### src/rtl/pt_write_target.sv
module pt_write_target #(
  parameter int DW          = 32,
  parameter int FIRST_LIMIT = 16,
  parameter int LATER_LIMIT = 8
) (
  input  logic          clk,
  input  logic          rst_n,
  input  logic          bus_frame,
  input  logic          bus_addr,
  input  logic          bus_hit,
  input  logic          bus_irdy,
  input  logic [DW-1:0] bus_wdata,
  output logic          bus_trdy,
  output logic          bus_stop,
  output logic          ao_valid,
  output logic [DW-1:0] ao_data,
  input  logic          ao_ack
);
  localparam int MAXL = (FIRST_LIMIT > LATER_LIMIT) ? FIRST_LIMIT : LATER_LIMIT;
  localparam int CW   = $clog2(MAXL + 1);

  typedef enum logic [1:0] {S_IDLE, S_CLAIM, S_HALT} st_t;

  st_t           st_q;
  logic          first_q;
  logic [CW-1:0] wait_q;

  logic          claim, pend, room, timeout;
  logic [CW-1:0] lim_m1;

  assign claim   = bus_frame && bus_addr && bus_hit;
  assign pend    = (st_q == S_CLAIM) && bus_frame && !bus_addr && bus_irdy;
  assign room    = !ao_valid || ao_ack;
  assign lim_m1  = first_q ? CW'(FIRST_LIMIT - 1) : CW'(LATER_LIMIT - 1);
  assign timeout = pend && !room && (wait_q == lim_m1);

  assign bus_trdy = pend && room;
  assign bus_stop = timeout || ((st_q == S_HALT) && bus_frame);

  always_ff @(posedge clk) begin
    if (!rst_n) begin
      st_q    <= S_IDLE;
      first_q <= 1'b1;
      wait_q  <= '0;
    end else begin
      if (claim)           st_q <= S_CLAIM;
      else if (!bus_frame) st_q <= S_IDLE;
      else if (timeout)    st_q <= S_HALT;

      if (claim)         first_q <= 1'b1;
      else if (bus_trdy) first_q <= 1'b0;

      if (claim || bus_trdy || ao_ack || timeout) wait_q <= '0;
      else if (pend)                              wait_q <= wait_q + 1'b1;
    end
  end

  always_ff @(posedge clk) begin
    if (!rst_n) begin
      ao_valid <= 1'b0;
      ao_data  <= '0;
    end else if (bus_trdy) begin
      ao_valid <= 1'b1;
      ao_data  <= bus_wdata;
    end else if (ao_ack) begin
      ao_valid <= 1'b0;
    end
  end
endmodule

### config.mk
export PLATFORM = sky130hd
export DESIGN_NAME = pt_write_target
export DESIGN_NICKNAME = d
export VERILOG_FILES = /design/src/rtl/pt_write_target.sv
export SDC_FILE = /design/constraint.sdc
export NUM_CORES = 1
export LEC_CHECK = 0
export BUFFER_PORTS_ARGS = -buffer_cell sky130_fd_sc_hd__buf_2
export CAP_MARGIN = 30
export CORE_MARGIN = 1.5
export CORE_UTILIZATION = 30
export CTS_BUF_LIST = sky130_fd_sc_hd__clkbuf_2 sky130_fd_sc_hd__clkbuf_4 sky130_fd_sc_hd__clkbuf_8
export CTS_CLUSTER_DIAMETER = 40
export DETAILED_ROUTE_END_ITERATION = 8
export GPL_TIMING_DRIVEN = 0
export RECOVER_POWER = 25
export SETUP_SLACK_MARGIN = 0.1
export SLEW_MARGIN = 10
export SYNTH_ARGS = -nofsm -noshare
export SYNTH_HDL_FRONTEND = slang
export SYNTH_SLANG_ARGS = --single-unit
### constraint.sdc
create_clock -name clk -period 1.4 [get_ports clk]
set_input_delay 0.21 -clock clk [delete_from_list [all_inputs] [get_ports clk]]
set_output_delay 0.21 -clock clk [all_outputs]
set_load 0.02 [all_outputs]
Word level (Yosys, flattened, before mapping)

Cells that the tools add are included.
W data, S select, Z words.

Add/sub/neg operators: 1
Multiply operators: 0
Div/mod/pow operators: 0
Magnitude comparators: 0
Equality and inequality tests: 4
Shifts and indexed selects: 0
Mux-type cells: 6
Bitwise logic cells: 2
Reduce and logical (&&, ||, !) cells: 21

Operator list:

| kind                  | number |
|---|---|
| $logic_and A1 B1 Y1   | 9 |
| $add A5 B1 Y5 const B | 1 |
| $eq A5 B4 Y1          | 1 |
| $logic_or A1 B1 Y1    | 5 |
| $mux W1               | 5 |
| $mux W4               | 1 |
| $reduce_or A2 Y1      | 2 |
| $logic_not A1 Y1      | 3 |
| $ne A3 B1 Y1 const B  | 1 |
| $reduce_or A3 Y1      | 1 |
| $eq A2 B1 Y1 const B  | 1 |
| $eq A2 B2 Y1 const B  | 1 |
| $not A1 Y1            | 2 |
| $reduce_bool A2 Y1    | 1 |

Flip-flop bits (word level): 41
Bits in latches: 0
Memory bits (writable): 0
Memory bits (read-only): 0
Bits of input ports: 39
Output and inout bits: 35
Logic and storage cells: 40
Memories kept: 0

Depth between registers and ports, before layout

Gate-level depths: netlist of the first run.

Word-level depth: 9
Depth in mapped cells: 6

Worst setup path after synthesis of the first run

Ideal clock, no wire load.

Path type: register to output
Start: register wait_q[0]
End: output bus_stop
Arrival time: 1.385 ns
Required time: 1.190 ns
Setup slack: -0.195 ns
Stages on the path, launching flop included: 6
Cells stage by stage: dfxtp_1 -> ha_1 -> nand2_1 -> or3_1 -> nor3_1 -> o21bai_1

Cells in the longest elaborated chain, start to end: 3

Ends and longest elaborated chain:

| item                   | line | source |
|---|---|---|
| start, declared        | 26   | `logic [CW-1:0] wait_q;` |
| start signal, assigned | 54   | `else if (pend) wait_q <= wait_q + 1'b1;` |
| $eq A5 B4 Y1           | 35   | `assign timeout = pend && !room && (wait_q == lim_m1);` |
| $logic_and A1 B1 Y1    | 35   |  |
| $logic_or A1 B1 Y1     | 38   | `assign bus_stop = timeout \|\| ((st_q == S_HALT) && bus_frame);` |
| end, declared          | 14   | `output logic bus_stop,` |

Every way passes these cells.

Worst setup path after layout of the first run

Same ends and word-level chain as after synthesis.

==> results of run 1 <==
[through the flow]
stage | cells | setup TNS (ns) | area (um2) | hold WS (ns)
after floorplan | 194 | -0.0524 | 1700 | 0.355
after global placement | 336 | -1.26 | 2150 | 0.447
after detailed placement | 336 | -1.40 | 2150 | 0.455
after CTS | 363 | -3.69 | 2560 | 0.133
after global routing | 370 | -7.97 | 2770 | 0.139
final | 370 | -5.47 | 2770 | 0.143
[layout make-up]
type	instances	area [um2]
fill	518	2430
multi-input combinational	140	961
sequential	41	828
timing repair buffer	99	677
buffer	11	120
tap	70	87.6
clock buffer	6	82.6
inverter	2	10.0
clock inverter	1	7.51
[registers in the layout, summed over array words and instances (netlist names)]
register	count
wait_q	5
ao_data	32
first_q	1
st_q	2
ao_valid	1
[repair_timing]
| action | in CTS | in global routing |
|---|---|---|
| pin swaps | 13 | 39 |
| endpoints found under the setup margin | 37 | 42 |
| gates resized for setup | 73 | 46 |
| setup buffers | 17 | 8 |
| gates cloned | 3 | 1 |
[worst max-delay path: cells and delay by family (launching register included)]
family | cells | cell delay [ns]
simple gates | 3 | 0.55
flops | 1 | 0.36
compound gates | 1 | 0.15
fa+ha+maj | 1 | 0.14
buf+inv | 1 | 0.12
[layer usage]
| metal | wire length [um] | track usage |
|---|---|---|
| met4 | 76 | 0.0636 |
| met2 | 2300 | 0.252 |
| met3 | 277 | 0.0440 |
| met1 | 2160 | 0.203 |
| met5 | 0 | 0 |
[kinds of logic (layout without fill, tap and decap cells)]
logic type	count (synthesis)	count (layout)	synth area share
AND/OR/NAND/NOR	92	92	0.247
adder cells (fa/ha/maj)	1	1	0.00758
flip-flops	41	41	0.497
AO/OA/AOI/OAI	46	46	0.205
buffers and inverters	13	119	0.0379
XOR/XNOR	1	1	0.00531
[worst paths after layout]
| kind | cells past startpoint | end | slack [ns] | start |
|---|---|---|---|---|
| setup / recovery | 6 | bus_stop | -0.42 | wait_q[0] |
| hold / removal | 3 | ao_data[19] | 0.14 | bus_wdata[19] |
| setup reg to reg | 7 | wait_q[3] | -0.22 | wait_q[0] |
| hold reg to reg | 2 | ao_data[17] | 0.45 | ao_data[17] |
[cell usage after synthesis (all sizes together) (2+ instances only)]
cell type,instances,area share
a21boi,33,0.15
nand2,73,0.17
a21oi,3,0.0091
nor2b,2,0.0076
nand3,6,0.021
or3,2,0.0083
dfxtp,41,0.50
or4,2,0.0091
clkbuf,7,0.016
buf,4,0.017
inv,2,0.0046
a31oi,2,0.0076
[layout by cell type (no fill, tap or decap), drive strengths merged, types with 2 or more instances in the layout]
cell type	netlist	final
a21boi	33	33
a21oi	3	3
a31oi	2	2
buf	4	93
clkbuf	7	23
dfxtp	41	41
inv	2	2
nand2	73	73
nand3	6	6
nor2b	2	2
or3	2	2
or4	2	2
[report_power, final]
part	internal [mW]	total [mW]	leakage (nW)	switching (mW)
combinational	0.0840	0.164	0.854	0.0795
clock	0.390	0.809	0.0433	0.418
sequential	1.17	1.17	0.333	0.00345
==> flow_summary.toml, run 1 <==
[global_routing]
grt_max_degree = 13
grt_pass1_vias = 1576
grt_pass1_wl_mm = 7.52
grt_overflow = 0
track_usage = 0.159
grt_antenna_before_repair = 0

[placement]
post-dp-hpwl_mm = 2.81
gp_congestion = 0.802
io_buffers = 72
place_ws_ns = -0.331

[power_and_ir_drop]
p_per_area_nw_per_um2 = 774
leakage_nw = 1.23
finalPower_mw = 2.15
peakVddDrop_v = 0.000569

[yosys]
yosysSeqAreaShare = 0.497
async_flop_share = 0
synth-edff-count = 0
ys_ff_latch = 41
syn_area_um2 = 1650
synth_nets = 234
ys_types = 34
syn_avg_cell_area_um2 = 8.51
yosys_warnings = 0
synth_ff_type = "dfxtp_1"
netlist_instances = 194

[flow_run]
cap_violations = 0

[sta]
skew_ns = 0.00865
setup_viol = 39
period_share = 1.30
timing.final.ws_setup_ns = -0.417
period_needed_ns = 1.82
final_hold_viol_count = 0
rsz0062_at_grt = "true"
relSlewSlack = 0.720
maxSlewViolCount = 0
worstMarginPinSlew_ns = 0.421
max_freq_mhz = 550

[route]
wl_mm = 4.81
detail-route-antenna-nets = 0
avgRoutedWirePerCell_um = 13.0
drc = 0
viasPerCell = 4.62
vias = 1711
drt_first_pass_iters = 4
drtIter0Drc = 75

[clock_tree]
numCtsBuffers = 5
cts-hold-fix-buffers = 0
clock_latency_ns = 0.29
cts_tree = "done"
cts.sink_count = 41
clockBufferDepth = 2
root_buffer = "clkbuf_8"
clkTransAtPathRegs_ns = 0.08
htreeDepth = 2

[setup_path]
path_max_fanout = 2
path_cells = "ha_4, nand2_2, or3_4, nor3_4, o21bai_4, buf_6"
path_class = "reg -> out"
crit_slowest_cell = "dfxtp_2"
end_kind = "output pin"
cp-start-kind = "flip-flop"
critPathMaxStageDelay_ns = 0.36
cp.required_ns = 1.19
critPathArrivalTime_ns = 1.61

[die]
io_pins = 74
fp-row-count = 26
start_util = 0.317
die_area_um2 = 5960
die_x_um = 77.2
core_area_um2 = 5200
fp.dieH_um = 77.2

[min_path]
hp-class = "in -> reg"

[finish]
syn2layout_area_growth_pct = 68.1
post-route-util = 0.533
antenna_cells = 0
drive_above_1_share = 0.510
nets = 340

[outcome]
status = "finished with violations"
violations = "setup timing"
No activity file was read; power rests on OpenSTA's default activity.
==> run 2, diff against run 1 <==
--- a/config.mk
+++ b/config.mk
@@ -8,11 +8,12 @@
 export BUFFER_PORTS_ARGS = -buffer_cell sky130_fd_sc_hd__buf_2
 export CAP_MARGIN = 30
 export CORE_MARGIN = 1.5
-export CORE_UTILIZATION = 30
+export CORE_UTILIZATION = 38
 export CTS_BUF_LIST = sky130_fd_sc_hd__clkbuf_2 sky130_fd_sc_hd__clkbuf_4 sky130_fd_sc_hd__clkbuf_8
 export CTS_CLUSTER_DIAMETER = 40
 export DETAILED_ROUTE_END_ITERATION = 8
 export GPL_TIMING_DRIVEN = 0
+export PLACE_DENSITY = 0.69
 export RECOVER_POWER = 25
 export SETUP_SLACK_MARGIN = 0.1
 export SLEW_MARGIN = 10
==> flow_summary.toml, run 2 (synthesis gave the netlist of run 1 again) <==
[sta]
rsz0062_at_grt = "true"
final_hold_viol_count = 0
maxSlewViolCount = 0
setup_viol = 37
worstMarginPinSlew_ns = 0.400
max_freq_mhz = 545
timing.final.ws_setup_ns = -0.435
skew_ns = 0.00718
fin_hold_ws_ns = 0.136
period_share = 1.31
period_needed_ns = 1.83
relSlewSlack = 0.734

[clock_tree]
root_buffer = "clkbuf_8"
numCtsBuffers = 5
cts_tree = "done"
cts.sink_count = 41
clock_latency_ns = 0.30
htreeDepth = 2
clockBufferDepth = 2
clkTransAtPathRegs_ns = 0.08

[finish]
layout_commonest_cell = "buf_2"
regMostFlops = "ao_data"
layout_common_cells = "61 x buf_2, 54 x nand2_1, 35 x dfxtp_1"
stdcell_area_um2 = 2670
antenna_cells = 0
nets = 336
drive_above_1_share = 0.481
syn2layout_area_growth_pct = 61.6
largest_reg_flops = 32
reg_top3 = "ao_data (32), wait_q (5), st_q (2)"

[power_and_ir_drop]
peakVddDrop_v = 0.000703
p_per_area_nw_per_um2 = 873
leakage_nw = 1.14

[outcome]
status = "finished with violations"
violations = "setup timing"

[setup_path]
critPathMaxStageDelay_ns = 0.36
cpLargestDelayFamily = "simple AND/OR/NAND/NOR gates"
cp.required_ns = 1.19
reg2reg_depth = 6
path_cells = "ha_4, nand2_4, or3_4, nor3_4, o21bai_4, buf_6"
worst-r2r-setup-slack_ns = -0.21
critPathArrivalTime_ns = 1.62
crit_buf_inv = 1
r2r-start = "wait_q[0]"
cp-start-kind = "flip-flop"
timing.rr.end = "wait_q[3]"
path_class = "reg -> out"
end_kind = "output pin"
path_max_fanout = 2
crit_slowest_cell = "dfxtp_2"

[global_routing]
grt_overflow = 0
grt_pass1_vias = 1480
grt_max_degree = 14
grt_use_met2 = 0.323
grt.busiest_layer = "met2"
grt_antenna_before_repair = 0
met3_usage = 0.0844
use_met1 = 0.220
grt_pass1_wl_mm = 6.64
track_usage = 0.195

[die]
fp.dieH_um = 68.9
fp-row-count = 23
die_x_um = 68.9
core_area_um2 = 4090
io_pins = 74
die_area_um2 = 4750
start_util = 0.404

[min_path]
holdPathEnd = "ao_data[14]"
whs_path_depth = 3
min-delay-start = "bus_wdata[14]"
hp-class = "in -> reg"

[placement]
gp_congestion = 0.737
post-dp-hpwl_mm = 2.66
io_buffers = 72
postPlaceCellArea_um2 = 2120
place_ws_ns = -0.306

[route]
drt_first_pass_iters = 4
drtIter0Drc = 51
viasPerCell = 4.85
vias = 1683
detail-route-antenna-nets = 0
avgRoutedWirePerCell_um = 13.0
wl_mm = 4.51
drc = 0

[flow_run]
cap_violations = 0
-- run 2: repair_timing --
item / 4_1_cts / 5_1_grt
buffers inserted: 14 / 6
gates cloned: 4 / 0
hold buffers: 0 / 0
resized for setup: 83 / 20
pin swaps: 23 / 22
setup endpoints to repair: 37 / 42
-- run 2: report_power, final --
group	total (mW)	leakage [nW]	internal, mW	switching [mW]
Sequential	1.17	0.333	1.17	0.00349
Combinational	0.154	0.753	0.0817	0.0721
Clock	1.00	0.0574	0.580	0.423
Total	2.33	1.14	1.83	0.499
-- run 2: worst max-delay path by stage --
stage               startpoint        to  slack (ns)  cells after the start
floorplan            wait_q[1]  bus_stop       -0.05                      5
global placement     wait_q[1]  bus_stop       -0.25                      6
detailed placement   wait_q[1]  bus_stop       -0.31                      6
CTS                  wait_q[0]  bus_stop       -0.44                      6
global route           first_q  bus_stop       -0.51                      5
finish               wait_q[1]  bus_stop       -0.43                      6
-- run 2: worst register-to-register path: stages, from the launching register on --
cell     delay, ns
dfxtp_4       0.36
ha_4          0.17
nand2_4       0.06
buf_4         0.11
o31ai_2       0.07
or4_1         0.54
a31oi_1       0.21
-- run 2: final cells by class --
cell class	count	area, um2
Buffer	11	135
Clock inverter	2	37.5
Tap cell	50	62.6
Inverter	2	10.0
Clock buffer	6	82.6
Timing Repair Buffer	95	587
Multi-Input combinational cell	140	918
Fill cell	374	1420
Sequential cell	41	833
-- run 2: routing by layer --
layer	vias to the layer above	part of all wire
met5	-	0
met4	0	0.016
met1	769	0.41
met3	6	0.084
met2	54	0.49
li1	854	-
-- run 2: metrics by stage --
| stage | TNS [ns] | total power, mW | utilization | instances |
|---|---|---|---|---|
| final | -4.27 | 2.33 | 0.652 | 347 |
| after global routing | -7.15 | 2.40 | 0.652 | 347 |
| after detailed placement | -0.648 | 1.33 | 0.520 | 316 |
| after floorplan | -0.0524 | 1.26 | - | 194 |
| after global placement | -0.427 | 1.33 | 0.520 | 316 |
| after CTS | -2.81 | 2.34 | 0.632 | 342 |
==> run 3, diff against run 2 <==
--- a/config.mk
+++ b/config.mk
@@ -13,7 +13,7 @@
 export CTS_CLUSTER_DIAMETER = 40
 export DETAILED_ROUTE_END_ITERATION = 8
 export GPL_TIMING_DRIVEN = 0
-export PLACE_DENSITY = 0.69
+export PLACE_DENSITY = 0.67
 export RECOVER_POWER = 25
 export SETUP_SLACK_MARGIN = 0.1
 export SLEW_MARGIN = 10
==> constraint.sdc (replaced) <==
create_clock -name clk -period 2.2 [get_ports clk]
set_input_delay 0.33 -clock clk [delete_from_list [all_inputs] [get_ports clk]]
set_output_delay 0.33 -clock clk [all_outputs]
set_load 0.02 [all_outputs]
==> flow_summary.toml, run 3 (synthesis gave the netlist of run 1 again) <==
[outcome]
status = "finished, final reports clean"

[power_and_ir_drop]
finalPower_mw = 1.46
p_clk_frac = 0.435
seq_power_share = 0.511
internal_power_mw = 1.17
peakVddDrop_v = 0.000426
p_per_area_nw_per_um2 = 667
leakage_nw = 0.867
p_comb_frac = 0.054
power.switching_mw = 0.292
swShare = 0.200

[finish]
stdcell_area_um2 = 2190
syn2layout_area_growth_pct = 32.8
layout_common_cells = "72 x nand2_1, 55 x buf_2, 39 x dfxtp_1"
nets = 314
largest_reg_flops = 32
antenna_cells = 0
reg_top3 = "ao_data (32), wait_q (5), st_q (2)"
layoutNonFillerInstCount = 325
drive_above_1_share = 0.280
post-route-util = 0.536
layout_commonest_cell = "nand2_1"
regMostFlops = "ao_data"

[sta]
timing.final.ws_setup_ns = 0.178
rsz0062_at_grt = "true"
skew_ns = 0.00448
final_hold_viol_count = 0
fin_hold_ws_ns = 0.287
setup_viol = 0
max_freq_mhz = 495
setup_tns_ns = 0
relSlewSlack = 0.702
worstMarginPinSlew_ns = 0.447
period_share = 0.919
maxSlewViolCount = 0
period_needed_ns = 2.02

[placement]
post-dp-hpwl_mm = 2.72
postPlaceCellArea_um2 = 2070
post-place-cells = 316
place_ws_ns = 0.285
io_buffers = 72
gp_congestion = 0.801

[flow_run]
cap_violations = 0

[route]
wl_mm = 3.73
vias = 1524
drtIter0Drc = 61
viasPerCell = 4.69
drt_first_pass_iters = 4
avgRoutedWirePerCell_um = 11.5
drc = 0
detail-route-antenna-nets = 0

[clock_tree]
cts_tree = "done"
root_buffer = "clkbuf_8"
clkTransAtPathRegs_ns = 0.08
cts.sink_count = 41
htreeDepth = 2
clockBufferDepth = 2
numCtsBuffers = 5
cts-hold-fix-buffers = 0
clock_latency_ns = 0.28

[min_path]
hp-class = "in -> reg"
min-delay-start = "bus_wdata[6]"
whs_path_depth = 3
holdPathEnd = "ao_data[6]"

[global_routing]
grt_antenna_before_repair = 0
grt_max_degree = 13
grt_pass1_vias = 1360
grt_pass1_wl_mm = 5.93
grt_overflow = 0
track_usage = 0.166

[die]
io_pins = 74
start_util = 0.404
fp.dieH_um = 68.9
fp-row-count = 23
die_x_um = 68.9
core_area_um2 = 4090
die_area_um2 = 4750

[setup_path]
r2r-start = "st_q[1]"
crit_slowest_cell = "dfxtp_2"
path_cells = "ha_2, nand2_1, or3_1, nor3_2, o21bai_1, buf_4"
critPathMaxStageDelay_ns = 0.35
critPathArrivalTime_ns = 1.69
path_class = "reg -> out"
crit_buf_inv = 1
end_kind = "output pin"
cp.required_ns = 1.87
path_max_fanout = 4
cp-start-kind = "flip-flop"
timing.rr.end = "ao_data[11]"
worst-r2r-setup-slack_ns = 0.64
cpLargestDelayFamily = "simple AND/OR/NAND/NOR gates"
path_depth = 6
reg2reg_depth = 6
-- run 3: changes by cell type in the layout (fill, tap and decap cells not counted), moves of 6 or more --
cell,previous run,this run
clkbuf_1,13,25
a21boi_1,31,0
nand2_1,54,72
buf_2,61,55
nand2_2,16,0
a21boi_0,1,33
buf_4,12,3
buf_6,14,1
-- run 3: how the worst max path moves through the flow --
| stage | end | start |
|---|---|---|
| 2_1_floorplan | bus_stop | wait_q[0] |
| 4_1_cts | bus_stop | wait_q[0] |
| 6_report | bus_stop | wait_q[0] |
| 3_3_place_gp | bus_stop | wait_q[0] |
| 3_5_place_dp | bus_stop | wait_q[0] |
| 5_1_grt | bus_stop | wait_q[0] |
-- run 3: worst min-delay path: stages --
cell and delay (ns):
buf_2 0.10, nand2_1 0.04, a21boi_0 0.06
-- run 3: cell type report --
| class | count | area (um2) |
|---|---|---|
| Buffer | 11 | 55.1 |
| Clock buffer | 7 | 90.1 |
| Clock inverter | 1 | 30.0 |
| Fill cell | 415 | 1900 |
| Inverter | 2 | 7.51 |
| Multi-Input combinational cell | 140 | 774 |
| Sequential cell | 41 | 823 |
| Tap cell | 50 | 62.6 |
| Timing Repair Buffer | 73 | 348 |
-- run 3: metal layers --
| metal | vias to the layer above | global-route usage | part of all wire |
|---|---|---|---|
| met3 | 2 | 0.0503 | 0.064 |
| met4 | 0 | 0.0441 | 0.0035 |
| met1 | 675 | 0.213 | 0.47 |
| met2 | 43 | 0.269 | 0.46 |
| li1 | 804 | - | - |
| met5 | - | 0 | 0 |
-- run 3: repair_timing --
action                     4_1_cts  5_1_grt
pin swaps                        2        1
setup endpoints to repair        1        2
setup buffers                    1        0
cloned                           0        0
gates resized for setup          5        1
-- run 3: power groups by stage --
stage / registers, mW / clock network (mW) / logic (mW)
3_3_place_gp: 0.765 / 0 / 0.0793
6_report: 0.747 / 0.635 / 0.0786
2_1_floorplan: 0.769 / 0 / 0.0304
5_1_grt: 0.748 / 0.687 / 0.0882
4_1_cts: 0.747 / 0.653 / 0.0804
3_5_place_dp: 0.765 / 0 / 0.0800
